### src/rtl/xlt_pkg.sv
package xlt_pkg;

  // Cycle type codes carried in map bits 3:1
  localparam logic [2:0] CYC_NONE  = 3'b000;
  localparam logic [2:0] CYC_IO    = 3'b001;
  localparam logic [2:0] CYC_MEM   = 3'b011;
  localparam logic [2:0] CYC_CFG   = 3'b101;
  localparam logic [2:0] CYC_BURST = 3'b111;

  // Fixed field positions inside the registers
  localparam int EN_BIT   = 8;  // base register enable
  localparam int SZW      = 4;  // base register size code width
  localparam int MAP_LOW  = 4;  // first PCI address bit in map register
  localparam int LOWEN_BIT = 0; // map: pass host A1:A0 for config cycles

endpackage

### src/rtl/xlt_regfile.sv
module xlt_regfile #(
  parameter int NWIN = 3,
  parameter int AW   = 32,
  parameter int MBS  = 20,
  localparam int MAPW = AW - MBS + xlt_pkg::MAP_LOW,
  localparam int SELW = $clog2(NWIN) + 1
) (
  input  logic                       clk,
  input  logic                       rst,
  input  logic                       we,
  input  logic [SELW-1:0]            sel,
  input  logic [AW-1:0]              wdata,
  output logic [AW-1:0]              rdata,
  output logic [NWIN-1:0][AW-1:0]    base_o,
  output logic [NWIN-1:0][MAPW-1:0]  map_o
);
  import xlt_pkg::*;

  localparam logic [AW-1:0] BASE_KEEP =
      ({AW{1'b1}} << MBS) | (AW'(1) << EN_BIT) | AW'((1 << SZW) - 1);

  logic [SELW-2:0] sel_win;
  logic            sel_map;
  logic            sel_ok;

  assign sel_win = sel[SELW-1:1];
  assign sel_map = sel[0];
  assign sel_ok  = (int'(sel_win) < NWIN);

  generate
    for (genvar w = 0; w < NWIN; w++) begin : g_win
      logic [AW-1:0]   base_q;
      logic [MAPW-1:0] map_q;
      logic            hit_me;
      assign hit_me = we && (int'(sel_win) == w);

      always_ff @(posedge clk) begin
        if (rst) begin
          base_q <= '0;
          map_q  <= '0;
        end else if (hit_me) begin
          if (sel_map) map_q  <= wdata[MAPW-1:0];
          else         base_q <= wdata & BASE_KEEP;
        end
      end

      assign base_o[w] = base_q;
      assign map_o[w]  = map_q;
    end
  endgenerate

  always_ff @(posedge clk) begin
    if (rst) begin
      rdata <= '0;
    end else if (!sel_ok) begin
      rdata <= '0;
    end else if (sel_map) begin
      rdata <= AW'(map_o[sel_win]);
    end else begin
      rdata <= base_o[sel_win];
    end
  end

endmodule

### src/rtl/xlt_win_match.sv
module xlt_win_match #(
  parameter int AW  = 32,
  parameter int MBS = 20,
  localparam int MAPW = AW - MBS + xlt_pkg::MAP_LOW,
  localparam int MAXK = AW - MBS - 1
) (
  input  logic [AW-1:0]   base,
  input  logic [MAPW-1:0] map,
  input  logic [AW-1:0]   addr,
  output logic            hit,
  output logic [AW-1:0]   pci_addr,
  output logic [2:0]      cyc
);
  import xlt_pkg::*;

  logic [SZW-1:0] code;
  logic [SZW-1:0] k_eff;
  logic [AW-1:0]  hi_mask;
  logic [AW-1:0]  offset;
  logic [AW-1:0]  pbase;
  logic [AW-1:0]  sum;
  logic           enable;

  assign code   = base[SZW-1:0];
  assign enable = base[EN_BIT];
  assign k_eff  = (int'(code) > MAXK) ? SZW'(MAXK) : code;

  always_comb begin
    hi_mask = {AW{1'b1}} << (MBS + int'(k_eff));
    offset  = addr & ~hi_mask;
    hit     = enable && (((addr ^ base) & hi_mask) == '0);
    pbase   = {map[MAPW-1:MAP_LOW], {MBS{1'b0}}};
    sum     = pbase + offset;
    cyc     = map[3:1];
    pci_addr = sum;
    if ((cyc == CYC_CFG) && !map[LOWEN_BIT]) begin
      pci_addr[1:0] = 2'b00;
    end
  end

endmodule

### src/rtl/xlt_prio_sel.sv
module xlt_prio_sel #(
  parameter int NWIN = 3,
  parameter int AW   = 32,
  localparam int WIW = (NWIN > 1) ? $clog2(NWIN) : 1
) (
  input  logic [NWIN-1:0]          hit_vec,
  input  logic [NWIN-1:0][AW-1:0]  addr_vec,
  input  logic [NWIN-1:0][2:0]     cyc_vec,
  output logic                     any_hit,
  output logic [WIW-1:0]           win,
  output logic [AW-1:0]            addr,
  output logic [2:0]               cyc
);

  always_comb begin
    any_hit = 1'b0;
    win     = '0;
    addr    = '0;
    cyc     = 3'b000;
    for (int i = NWIN - 1; i >= 0; i--) begin
      if (hit_vec[i]) begin
        any_hit = 1'b1;
        win     = WIW'(i);
        addr    = addr_vec[i];
        cyc     = cyc_vec[i];
      end
    end
  end

endmodule

### src/rtl/xlt_window_xlate.sv
module xlt_window_xlate #(
  parameter int NWIN = 3,
  parameter int AW   = 32,
  parameter int MBS  = 20,
  localparam int SELW = $clog2(NWIN) + 1,
  localparam int WIW  = (NWIN > 1) ? $clog2(NWIN) : 1
) (
  input  logic            clk,
  input  logic            rst,
  input  logic            reg_we,
  input  logic [SELW-1:0] reg_sel,
  input  logic [AW-1:0]   reg_wdata,
  output logic [AW-1:0]   reg_rdata,
  input  logic            req_valid,
  input  logic [AW-1:0]   req_addr,
  output logic            rsp_valid,
  output logic            rsp_hit,
  output logic [AW-1:0]   rsp_addr,
  output logic [2:0]      rsp_cyc,
  output logic [WIW-1:0]  rsp_win
);
  import xlt_pkg::*;

  localparam int MAPW = AW - MBS + MAP_LOW;

  logic [NWIN-1:0][AW-1:0]   base_w;
  logic [NWIN-1:0][MAPW-1:0] map_w;
  logic [NWIN-1:0]           hit_vec;
  logic [NWIN-1:0]           en_vec;
  logic [NWIN-1:0][AW-1:0]   addr_vec;
  logic [NWIN-1:0][2:0]      cyc_vec;
  logic                      sel_hit;
  logic [WIW-1:0]            sel_win;
  logic [AW-1:0]             sel_addr;
  logic [2:0]                sel_cyc;

  xlt_regfile #(.NWIN(NWIN), .AW(AW), .MBS(MBS)) u_regs (
    .clk    (clk),
    .rst    (rst),
    .we     (reg_we),
    .sel    (reg_sel),
    .wdata  (reg_wdata),
    .rdata  (reg_rdata),
    .base_o (base_w),
    .map_o  (map_w)
  );

  generate
    for (genvar w = 0; w < NWIN; w++) begin : g_match
      assign en_vec[w] = base_w[w][EN_BIT];
      xlt_win_match #(.AW(AW), .MBS(MBS)) u_match (
        .base     (base_w[w]),
        .map      (map_w[w]),
        .addr     (req_addr),
        .hit      (hit_vec[w]),
        .pci_addr (addr_vec[w]),
        .cyc      (cyc_vec[w])
      );
    end
  endgenerate

  xlt_prio_sel #(.NWIN(NWIN), .AW(AW)) u_prio (
    .hit_vec  (hit_vec),
    .addr_vec (addr_vec),
    .cyc_vec  (cyc_vec),
    .any_hit  (sel_hit),
    .win      (sel_win),
    .addr     (sel_addr),
    .cyc      (sel_cyc)
  );

  always_ff @(posedge clk) begin
    if (rst) begin
      rsp_valid <= 1'b0;
      rsp_hit   <= 1'b0;
      rsp_addr  <= '0;
      rsp_cyc   <= CYC_NONE;
      rsp_win   <= '0;
    end else begin
      rsp_valid <= req_valid;
      if (req_valid) begin
        rsp_hit  <= sel_hit;
        rsp_addr <= sel_hit ? sel_addr : '0;
        rsp_cyc  <= sel_hit ? sel_cyc : CYC_NONE;
        rsp_win  <= sel_hit ? sel_win : '0;
      end
    end
  end

endmodule

### config.mk
export PLATFORM = sky130hd
export DESIGN_NAME = xlt_window_xlate
export DESIGN_NICKNAME = d
export VERILOG_FILES = /design/src/rtl/xlt_pkg.sv /design/src/rtl/xlt_regfile.sv /design/src/rtl/xlt_win_match.sv /design/src/rtl/xlt_prio_sel.sv /design/src/rtl/xlt_window_xlate.sv
export SDC_FILE = /design/constraint.sdc
export NUM_CORES = 1
export LEC_CHECK = 0
export BUFFER_PORTS_ARGS = -buffer_cell sky130_fd_sc_hd__buf_2
export CORE_MARGIN = 2
export CORE_UTILIZATION = 30
export CTS_BUF_LIST = sky130_fd_sc_hd__clkbuf_8
export DETAILED_ROUTE_END_ITERATION = 12
export MAX_ROUTING_LAYER = met4
export PLACE_DENSITY = 0.5
export RECOVER_POWER = 100
export SYNTH_ARGS = -nofsm -noshare
export SYNTH_HDL_FRONTEND = slang
export SYNTH_HIERARCHICAL = 1
export SYNTH_SLANG_ARGS = --single-unit
### constraint.sdc
create_clock -name clk -period 4.4 [get_ports clk]
set_input_delay 0.88 -clock clk [delete_from_list [all_inputs] [get_ports clk]]
set_output_delay 0.88 -clock clk [all_outputs]
set_load 0.03 [all_outputs]
==> metrics.txt <==
Cell Count, Final, Fillers Out 1819; CP Capture Type flip-flop; hold path start rsp_addr[16]; CP arrival 4.10 ns; grt total ovfl 0; hold crit path type flip-flop to flip-flop; Tcrit/Tclk final 86.3%; Synth warnings 6; Die Footprint 0.0377 mm²; Skew-Pair Late Insertion Delay 0.50 ns; VDD IR max approximately 0.00018 V; Fmax 0.263 GHz; Hold EP rsp_addr[16]; number of port buffers about 130; hold buffer count at cts 0; CTS tree done; Iter 0 DRT Violations 728; Total Neg Setup Slack 0 ns; CP max-delay cell clkbuf_1; static leakage about 4.1 nW; flop2flop setup slack between 0.7 and 0.8 ns; Final Hold Vio Count 0; area of the core 0.0356 mm²; Power Density 255 mW/mm²; Total Wirelength 34.4 mm; Setup Viol. Count Final 0; Worst Clk Skew between 0.015 and 0.02 ns; R2R cell count 9; Die H a little under 200 µm; per-cell routed wire length 18.9 µm; Antenna Cells 0; Area Overhead vs Synth 5.88%; Clk pin slew, worst setup/hold paths 0.09 ns; Initial Utilization 30.5%; Post-CTS Setup Bufs 0; vias per inst ~5.1; fillers 3867; Levels on crit path 5; min Tclk post-route 3.80 ns; post_cts resized 0; layout cells sized above 1 13.9%; WHS Path Cells 2; crit path kind input port to flip-flop; H-tree depth 4; TritonCTS buffer count 17; CTS max path bufs 2; measured slew at the worst slew-check pin 1.82 ns; clk root buf clkbuf_8; vias in the first global route 8955; hpwl dp 24.7 mm; Critical Path Max Stage Delay 1.32 ns; maxcap violations 4; pin count of the biggest net entering global routing 66; row count 69; Most common cell on crit path clkbuf_1; mapped cell area 0.0108 mm²; drt drc 0; RePlAce Congestion approximately 0.91; Synth Instances 1331; crit path max fanout 28; first-pass GRT wire length 53.0 mm; GRT Util Overall 18.6%; worst r2r src u_regs/g_win[1].base_q[3]; I/O Pins approximately 140; Slew headroom -21.5%; most common cell after layout, fill and taps aside nand2_1; Worst Path Buf+Inv 2; most frequent cells in the layout 214 x nand2_1, 204 x a21oi_1, 166 x dfxtp_1; Final #Nets between 1000 and 1500; Worst EP required 4.71 ns; clk sink count 166; Syn Area/Cell between 8 and 9 µm²; Startpoint Class input port; placed insts 1787; status finished with violations; via count 9318; Final ANT Viol Nets 0; DR pass1 iterations 5; RSZ-0062 raised after global routing no; max-slew violation count 98; initial antenna violation count 0; failing checks max-capacitance violations, max-slew violations; Die Width slightly below 200 µm; delay-heaviest family, CP buffers and inverters; Crit Reg-Reg Endpoint rsp_addr[24]; CP Cell Sequence clkbuf_1 -> clkbuf_1 -> nand2b_1 -> o32a_1 -> o21ai_0
## metal layers
metal | routed length (µm) | GRT usage (%)
met5 | 0 | -
met4 | 514 | 4.80
met3 | 1680 | 3.37
met2 | 15800 | 29.1
met1 | 16400 | 24.8
## flip-flops by register name, summed over array words and instances (netlist names)
name                 flops
rsp_hit                  1
rsp_cyc                  3
rsp_valid                1
rsp_win                  2
u_regs/g_win.base_q     51
rsp_addr                32
u_regs/rdata            28
u_regs/g_win.map_q      48
## worst max path at each step
stage                                         start         endpoint  slack [ns]
after global placement                 req_addr[26]     rsp_addr[31]        0.60
after CTS                 u_regs/g_win[1].base_q[2]     rsp_addr[31]        0.82
after global routing      u_regs/g_win[1].base_q[3]     rsp_addr[30]        0.40
after floorplan                        req_addr[20]     rsp_addr[28]        1.22
final                                    reg_sel[2]  u_regs/rdata[8]        0.60
after detailed placement               req_addr[26]     rsp_addr[31]        0.62
## worst min-delay path: stages (launching register included)
cell and delay (ns):
dfxtp_1 0.32, nand2b_1 0.06, a21oi_1 0.05
## report_power, final
group	switching, mW	leakage (nW)	internal (mW)	total (mW)
clock	0.651	0.184	0.420	1.07
sequential	0.0261	1.34	1.52	1.55
combinational	0.200	2.60	0.106	0.307
total	0.878	4.13	2.05	2.93
## area by class of cell
class | count | area, µm² | share of cell area, %
timing repair buffer | 155 | 746 | 6.50
inverter | 10 | 37.5 | 0.327
sequential | 166 | 3320 | 29.0
tap | 461 | 577 | 5.03
clock buffer | 18 | 248 | 2.16
clock inverter | 14 | 118 | 1.03
multi-input combinational | 995 | 6420 | 56.0
## per-stage QoR
stage / utilization [%] / worst slack (ns) / area [µm²] / power [mW] / hold WS, ns
finish: 32.3 / 0.604 / 11500 / 2.93 / 0.470
global route: 32.3 / 0.403 / 11500 / 3.07 / 0.501
CTS: 33.0 / 0.821 / 11700 / 2.98 / 0.481
detailed placement: 32.0 / 0.616 / 11400 / 1.89 / 0.462
global placement: 32.0 / 0.603 / 11400 / 1.89 / 0.462
floorplan: - / 1.22 / 10800 / 1.80 / 0.445
No activity file was read; power rests on OpenSTA's default activity.
